--- src/rtl/bsup_pkg.sv ---
package bsup_pkg;

    typedef enum logic [2:0] {
        ST_POWER_DOWN = 3'd0,
        ST_HELD_RESET = 3'd1,
        ST_SLEEP      = 3'd2,
        ST_WAKE       = 3'd3,
        ST_RUN        = 3'd4,
        ST_HOT        = 3'd5,
        ST_OC_LOCK    = 3'd6
    } sup_state_e;

endpackage

--- src/rtl/oc_qualifier.sv ---
module oc_qualifier #(
    parameter int QUAL_CYCLES = 300
) (
    input  logic clk,
    input  logic arm_i,
    input  logic flag_i,
    output logic trip_o
);
    localparam int CW = $clog2(QUAL_CYCLES + 1);
    localparam logic [CW-1:0] LAST = CW'(QUAL_CYCLES - 1);

    logic [CW-1:0] run_cnt_q;

    always_ff @(posedge clk) begin
        if (!arm_i || !flag_i) begin
            run_cnt_q <= '0;
        end else if (run_cnt_q != LAST) begin
            run_cnt_q <= run_cnt_q + 1'b1;
        end
    end

    assign trip_o = arm_i && flag_i && (run_cnt_q == LAST);

endmodule

--- src/rtl/wake_timer.sv ---
module wake_timer #(
    parameter int WAKE_CYCLES = 100000
) (
    input  logic clk,
    input  logic active_i,
    output logic done_o
);
    localparam int CW = $clog2(WAKE_CYCLES + 1);
    localparam logic [CW-1:0] LAST = CW'(WAKE_CYCLES - 1);

    logic [CW-1:0] elapsed_q;

    always_ff @(posedge clk) begin
        if (!active_i) begin
            elapsed_q <= '0;
        end else if (elapsed_q != LAST) begin
            elapsed_q <= elapsed_q + 1'b1;
        end
    end

    assign done_o = active_i && (elapsed_q == LAST);

endmodule

--- src/rtl/supervisor_fsm.sv ---
module supervisor_fsm
    import bsup_pkg::*;
(
    input  logic       clk,
    input  logic       uv_i,
    input  logic       reset_req_n_i,
    input  logic       sleep_req_n_i,
    input  logic       hot_i,
    input  logic       oc_trip_i,
    input  logic       wake_done_i,
    output sup_state_e state_o,
    output logic       bridge_en_o,
    output logic       logic_rst_o,
    output logic       ignore_in_o,
    output logic       clk_stop_o,
    output logic       fault_n_o
);
    sup_state_e state_q;
    sup_state_e state_d;
    logic       rst_pulse_q;
    logic       cur_in_reset;
    logic       nxt_in_reset;

    always_comb begin
        state_d = state_q;
        if (uv_i) begin
            state_d = ST_POWER_DOWN;
        end else if (!reset_req_n_i) begin
            state_d = ST_HELD_RESET;
        end else if (state_q == ST_OC_LOCK) begin
            state_d = ST_OC_LOCK;
        end else if (!sleep_req_n_i) begin
            state_d = ST_SLEEP;
        end else begin
            unique case (state_q)
                ST_POWER_DOWN, ST_HELD_RESET: state_d = hot_i ? ST_HOT : ST_RUN;
                ST_SLEEP:                     state_d = ST_WAKE;
                ST_WAKE: begin
                    if (wake_done_i) state_d = hot_i ? ST_HOT : ST_RUN;
                    else             state_d = ST_WAKE;
                end
                ST_RUN: begin
                    if (oc_trip_i)  state_d = ST_OC_LOCK;
                    else if (hot_i) state_d = ST_HOT;
                    else            state_d = ST_RUN;
                end
                ST_HOT:     state_d = hot_i ? ST_HOT : ST_RUN;
                ST_OC_LOCK: state_d = ST_OC_LOCK;
                default:    state_d = ST_POWER_DOWN;
            endcase
        end
    end

    assign cur_in_reset = (state_q == ST_POWER_DOWN) || (state_q == ST_HELD_RESET);
    assign nxt_in_reset = (state_d == ST_POWER_DOWN) || (state_d == ST_HELD_RESET);

    always_ff @(posedge clk) begin
        state_q     <= state_d;
        rst_pulse_q <= nxt_in_reset && !cur_in_reset;
    end

    always_comb begin
        bridge_en_o = 1'b0;
        ignore_in_o = 1'b0;
        clk_stop_o  = 1'b0;
        fault_n_o   = 1'b1;
        unique case (state_q)
            ST_POWER_DOWN, ST_HELD_RESET: ignore_in_o = 1'b1;
            ST_SLEEP: begin
                ignore_in_o = 1'b1;
                clk_stop_o  = 1'b1;
            end
            ST_WAKE:    bridge_en_o = 1'b0;
            ST_RUN:     bridge_en_o = 1'b1;
            ST_HOT:     fault_n_o   = 1'b0;
            ST_OC_LOCK: fault_n_o   = 1'b0;
            default:    ignore_in_o = 1'b1;
        endcase
    end

    assign logic_rst_o = rst_pulse_q;
    assign state_o     = state_q;

endmodule

--- src/rtl/bridge_supervisor.sv ---
module bridge_supervisor
    import bsup_pkg::*;
#(
    parameter int OC_QUAL_CYCLES = 300,
    parameter int WAKE_CYCLES    = 100000
) (
    input  logic clk,
    input  logic ocp_flag_i,
    input  logic otp_flag_i,
    input  logic uv_flag_i,
    input  logic reset_req_n_i,
    input  logic sleep_req_n_i,
    output logic bridge_en_o,
    output logic logic_rst_o,
    output logic ignore_in_o,
    output logic clk_stop_o,
    output logic fault_n_o
);
    sup_state_e state_q;
    logic       oc_trip;
    logic       wake_done;
    logic       qual_arm;
    logic       wake_active;

    assign qual_arm    = (state_q == ST_RUN);
    assign wake_active = (state_q == ST_WAKE);

    oc_qualifier #(.QUAL_CYCLES(OC_QUAL_CYCLES)) u_qual (
        .clk    (clk),
        .arm_i  (qual_arm),
        .flag_i (ocp_flag_i),
        .trip_o (oc_trip)
    );

    wake_timer #(.WAKE_CYCLES(WAKE_CYCLES)) u_wake (
        .clk      (clk),
        .active_i (wake_active),
        .done_o   (wake_done)
    );

    supervisor_fsm u_fsm (
        .clk           (clk),
        .uv_i          (uv_flag_i),
        .reset_req_n_i (reset_req_n_i),
        .sleep_req_n_i (sleep_req_n_i),
        .hot_i         (otp_flag_i),
        .oc_trip_i     (oc_trip),
        .wake_done_i   (wake_done),
        .state_o       (state_q),
        .bridge_en_o   (bridge_en_o),
        .logic_rst_o   (logic_rst_o),
        .ignore_in_o   (ignore_in_o),
        .clk_stop_o    (clk_stop_o),
        .fault_n_o     (fault_n_o)
    );

endmodule

--- config.mk ---
export PLATFORM = sky130hd
export DESIGN_NAME = bridge_supervisor
export DESIGN_NICKNAME = d
export VERILOG_FILES = /design/src/rtl/bsup_pkg.sv /design/src/rtl/oc_qualifier.sv /design/src/rtl/wake_timer.sv /design/src/rtl/supervisor_fsm.sv /design/src/rtl/bridge_supervisor.sv
export SDC_FILE = /design/constraint.sdc
export NUM_CORES = 1
export LEC_CHECK = 0
export ABC_AREA = 1
export BUFFER_PORTS_ARGS = -buffer_cell sky130_fd_sc_hd__buf_2
export CORE_MARGIN = 2
export CORE_UTILIZATION = 35
export DETAILED_ROUTE_END_ITERATION = 8
export PLACE_DENSITY_LB_ADDON = 0.12
export SLEW_MARGIN = 20
export SYNTH_ARGS = -nofsm -noshare
export SYNTH_HDL_FRONTEND = slang
export SYNTH_HIERARCHICAL = 1
export SYNTH_SLANG_ARGS = --single-unit
export TNS_END_PERCENT = 20
--- constraint.sdc ---
create_clock -name clk -period 3.6 [get_ports clk]
set_clock_uncertainty 0.1 [all_clocks]
set_input_delay 0.18 -clock clk [delete_from_list [all_inputs] [get_ports clk]]
set_output_delay 0.18 -clock clk [all_outputs]
set_load 0.005 [all_outputs]
======== Word-level counts from Yosys, hierarchy flattened ========
Cells that the tools add are included.
storage, ports and cells
  output and inout bits ................... 5
  logic and storage cells ................. 44
  bits in registers ....................... 30
  bits of input ports ..................... 6
cells by class
  mux-type cells .......................... 12
  equal/unequal tests ..................... 11
  add/sub/neg operators ................... 2
  reductions and logical operators ........ 15
operators with widths
  cell                                                                   count
  3-bit two-way mux                                                      6
  17-bit by 1-bit adder with 17-bit output, second input constant        1
  17-bit equality test, second input constant                            1
  17-bit inequality test, second input constant                          1
  3-bit case mux with 4 select lines                                     1
  9-bit by 1-bit adder with 9-bit output, second input constant          1
  3-bit equality test, second input constant                             3
  9-bit equality test, second input constant                             1
  9-bit inequality test, second input constant                           1
  3-bit by 1-bit equality test with 1-bit output, second input constant  2
  3-bit by 2-bit equality test with 1-bit output, second input constant  2
  3-bit logical NOT                                                      2
  1-bit two-way mux                                                      5
  1-bit logical AND                                                      4
  4-bit OR reduction                                                     1
  1-bit logical NOT                                                      3
  1-bit logical OR                                                       3
  3-bit OR reduction                                                     1
  2-bit OR reduction                                                     1

======== Depth between registers and ports, before layout ========
  depth after elaboration ................. 12
  mapped depth ............................ 13
  mapped depth without buffers ............ 13

======== Hierarchy ========
Netlist, hierarchy kept.
by module, submodules not included
  module             instances  area each (um2)  cells an instance
  wake_timer         1          1016.0           158
  oc_qualifier       1          475.5            77
  supervisor_fsm     1          254.0            44
  bridge_supervisor  1          18.8             5

======== Least setup slack after synthesis ========
OpenSTA, ideal clock, no wires.
  path kind ............................... reg-to-reg
  start point ............................. register u_fsm.state_q[1] (netlist: u_fsm/state_o[1])
  end point ............................... register u_fsm.rst_pulse_q (netlist: u_fsm/logic_rst_o)
  arrival time ............................ 1.461 ns
  path slack .............................. 1.926 ns
  data required time ...................... 3.387 ns
  stages on the path, launching flop included .. 13
  cell sequence ........................... dfxtp_1 nand2_1 nor2_1 buf_2 clkinv_1 nor2_1 nand2_1 nand2_1 nand3_1 o21ai_0 nand2_1 nand2_1 nor2_1
RTL lines
  element                                                                                     RTL line                 text
  start: declaration                                                                          supervisor_fsm.sv:18     sup_state_e state_q;
  start signal: assignment                                                                    supervisor_fsm.sv:58     state_q <= state_d;
  3-bit by 2-bit equality test with 1-bit output *                                            bridge_supervisor.sv:26  assign wake_active = (state_q == ST_WAKE);
  via wake_active                                                                             bridge_supervisor.sv:23  logic wake_active;
  1-bit logical AND *                                                                         wake_timer.sv:21         assign done_o = active_i && (elapsed_q == LAST);
  via wake_done                                                                               bridge_supervisor.sv:21  logic wake_done;
  3-bit two-way mux *                                                                         supervisor_fsm.sv:39     if (wake_done_i) state_d = hot_i ? ST_HOT : ST_RUN;
  3-bit case mux with 4 select lines *                                                        supervisor_fsm.sv:35     unique case (state_q)
  3-bit two-way mux *                                                                         supervisor_fsm.sv:32     end else if (!sleep_req_n_i) begin
  3-bit two-way mux *                                                                         supervisor_fsm.sv:30     end else if (state_q == ST_OC_LOCK) begin
  3-bit two-way mux *                                                                         supervisor_fsm.sv:28     end else if (!reset_req_n_i) begin
  3-bit two-way mux *                                                                         supervisor_fsm.sv:26     if (uv_i) begin
  3-bit by 1-bit equality test with 1-bit output / 3-bit logical NOT (equally long branches)  supervisor_fsm.sv:55     assign nxt_in_reset = (state_d == ST_POWER_DOWN) || (state_d == ST_HELD_RESET);
  1-bit logical OR *                                                                          supervisor_fsm.sv:55
  1-bit logical AND *                                                                         supervisor_fsm.sv:59     rst_pulse_q <= nxt_in_reset && !cur_in_reset;
  end signal: assignment                                                                      supervisor_fsm.sv:59
  end: declaration                                                                            supervisor_fsm.sv:20     logic rst_pulse_q;
The timed path passes the listed nets; every way through them passes the cells marked *.
A chain may end at the register's enable or synchronous reset.

======== Worst setup path in the final report ========
  start point ............................. register u_fsm.state_q[0] (netlist: u_fsm/state_o[0])
  end point ............................... register u_fsm.state_q[0] (netlist: u_fsm/state_o[0])
RTL lines
  element                                         RTL line                 text
  3-bit by 2-bit equality test with 1-bit output  bridge_supervisor.sv:26
  via wake_active                                 bridge_supervisor.sv:23
  1-bit logical AND                               wake_timer.sv:21
  via wake_done                                   bridge_supervisor.sv:21
  3-bit two-way mux                               supervisor_fsm.sv:39
  3-bit case mux with 4 select lines              supervisor_fsm.sv:35
  3-bit two-way mux                               supervisor_fsm.sv:32
  3-bit two-way mux                               supervisor_fsm.sv:30
  3-bit two-way mux                               supervisor_fsm.sv:28
  3-bit two-way mux                               supervisor_fsm.sv:26
  via u_fsm.state_d[0]                            supervisor_fsm.sv:19     sup_state_e state_d;
The timed path passes the listed nets, and every way through them passes these cells.

==> impl_metrics.ini <==
[setup_path]
critPathCapture = u_fsm/state_o[0]
r2r_start = u_fsm/state_o[0]
critPathRequiredTime_ps = 3670
cp.arrival_ps = 2970
r2r_slack_ps = 700
path_max_fanout = 11
crit_path_end_kind = flop
critPathLaunchType = flop
reg2reg_to = u_fsm/state_o[0]
r2r_cells = 10
crit_start = u_fsm/state_o[0]
crit_type = reg2reg

[logic_synthesis]
syn_nets = 292
ys_seq_area_frac = 0.340
async_reset_ff_frac = 0
ys_types = 24
synthTopCellsByArea = dfxtp_1 34%, nand2_1 16%, nor2_1 11%
synth_warnings = 6
netlist_area_mm2 = 0.00176
synth_area_leader_cell = dfxtp_1
avgSynthCellArea_um2 = 6.21
synth_cells = 284
yosysMostFrequentCell = nand2_1
yosys.area.top_type_share = 0.340
synth_common_cells = 73 x nand2_1, 51 x nor2_1, 38 x inv_1
synth_flop_cell = dfxtp_1
synth-seq-cells = 30
synth_edf_count = 0

[timing]
worst_pin_slew_ps = 586
rsz0062_at_grt = no
tns_ps = 0
slew_headroom = 0.608
finalHoldViolations = 0
finalCritPeriodShare = 0.806
setup_viol = 0
slew_viol_final = 0
fin_crit_ps = 2900
fmaxAchievable_mhz = 345

[global_routing]
grt_usage = 0.151
grt_max_degree = 12
overflow = 0
antenna_found_initial = 0
grt_pass1_wl_um = 6400
grt_pass1_vias = 1440

[clock_tree]
clock-sinks = 30
clockBufferDepth = 2
cts_resized = 0
numCtsBuffers = 5
cts_hold_buf = 2
root_buffer = clkbuf_8
cts_htree_levels = 2
path_clk_slew_ps = 60
clk_latency_ps = 280
cts_tree = yes
post_cts_buffers = 0

[drt]
wl_per_cell_um = 10.3
first_pass_iters = 4
via_count = 1652
vias_per_cell = 4.49
drc = 0
drt-total-wl_um = 3780
drt_iter0_markers = 85
drtAntennaViolNets = 0

[power]
clkPwrFrac = 0.409
power.total_uw = 621
p_comb_frac = 0.042
peakVddDrop_mv = 0.186
seq_power_share = 0.548
power.density_mw_per_mm2 = 313
p_switching_uw = 140
internal_power_uw = 480
power_leakage_nw = 0.720
swShare = 0.226

[placement]
port_buffers = 10
hpwl_um = 2900
dp_cells = 359
gp_congestion = 0.864

[layout]
nFillCells = 526
n_antenna_cell = 0
nets = 309
instances_no_fill = 368
drive_above_1_share = 0.120
syn2layout_area_growth_pct = 12.3

[die]
core_area_mm2 = 0.00479
io-pin-count = 11
die_x_um = 75.0
initial_core_util = 0.369
rows = 25
dieArea_mm2 = 0.00562
die_h_um = 75.0

[run]
cap_violations = 0

[outcome]
status = completed

[worst_hold_path]
min_path_type = in2reg
-- how the worst min path moves through the flow --
stage	start	end	slack [ps]	cells after the start
after floorplan	uv_flag_i	u_fsm/state_o[0]	140	1
after global placement	uv_flag_i	u_fsm/state_o[0]	260	2
after detailed placement	uv_flag_i	u_fsm/state_o[0]	260	2
after CTS	reset_req_n_i	u_fsm/state_o[2]	130	5
after global routing	reset_req_n_i	u_fsm/state_o[1]	180	5
final	reset_req_n_i	u_fsm/state_o[2]	140	5
-- power by group through the flow --
stage	sequential, mW	combinational (mW)	clock, mW
detailed placement	0.348	0.0250	0
CTS	0.340	0.0270	0.270
global placement	0.347	0.0250	0
finish	0.340	0.0264	0.254
global route	0.341	0.0312	0.276
floorplan	0.345	0.0182	0
-- sequential cells by signal, summed over array words and instances (netlist names) --
register and cells:
u_fsm/logic_rst_o 1, u_fsm/state_o 3, u_wake/elapsed_q 17, u_qual/run_cnt_q 9
-- area by class of cell --
cell class | instances | area (um^2) | share of cell area
clock buffer | 7 | 76.3 | 0.0385
inverter | 42 | 158 | 0.0795
timing repair buffer | 12 | 70.1 | 0.0354
tap | 67 | 83.8 | 0.0423
sequential | 30 | 601 | 0.303
multi-input combinational | 210 | 993 | 0.501
-- cell usage in the layout (no fill, tap or decap), types with 6 or more instances in the layout --
master and n:
nand2_1 73, nor2_1 51, inv_1 38, dfxtp_1 30
nand3_1 20, a21oi_1 19, buf_2 10, o21ai_0 9
nand4_1 7, nor2_2 6
-- critical path: stages, from the launching register on --
cell           delay, ps
dfxtp_1              500
nand2_1               90
nor2_1               460
clkinv_1             440
nor2_1               250
nand2_1               70
o21ai_1              120
nand3_1               90
nand2_1               80
a21oi_2               50
dlygate4sd3_1        540
-- stage by stage --
step | setup WS [ps] | hold slack (ps) | area (um^2) | util
after global placement | 1160 | 256 | 1890 | 0.394
after CTS | 613 | 134 | 1980 | 0.414
after floorplan | 1930 | 142 | 1760 | -
after detailed placement | 1100 | 256 | 1890 | 0.394
final | 698 | 142 | 1980 | 0.414
after global routing | 391 | 180 | 1980 | 0.414
-- per-layer routing --
layer,track usage,vias to the layer above,part of all wire
met5,0,-,0
met4,0.0714,0,0.020
met3,0.0402,7,0.027
met2,0.218,16,0.42
met1,0.209,708,0.54
li1,-,921,-
-- kinds of logic after synthesis --
family                   Yosys count  share of synthesized area
AO/OA/AOI/OAI                     30                     0.0872
XOR/XNOR                           5                     0.0248
adder cells (fa/ha/maj)            2                     0.0142
buffers and inverters             44                     0.0965
flip-flops                        30                      0.340
AND/OR/NAND/NOR                  173                      0.437
(Power assumes the default switching activity.)
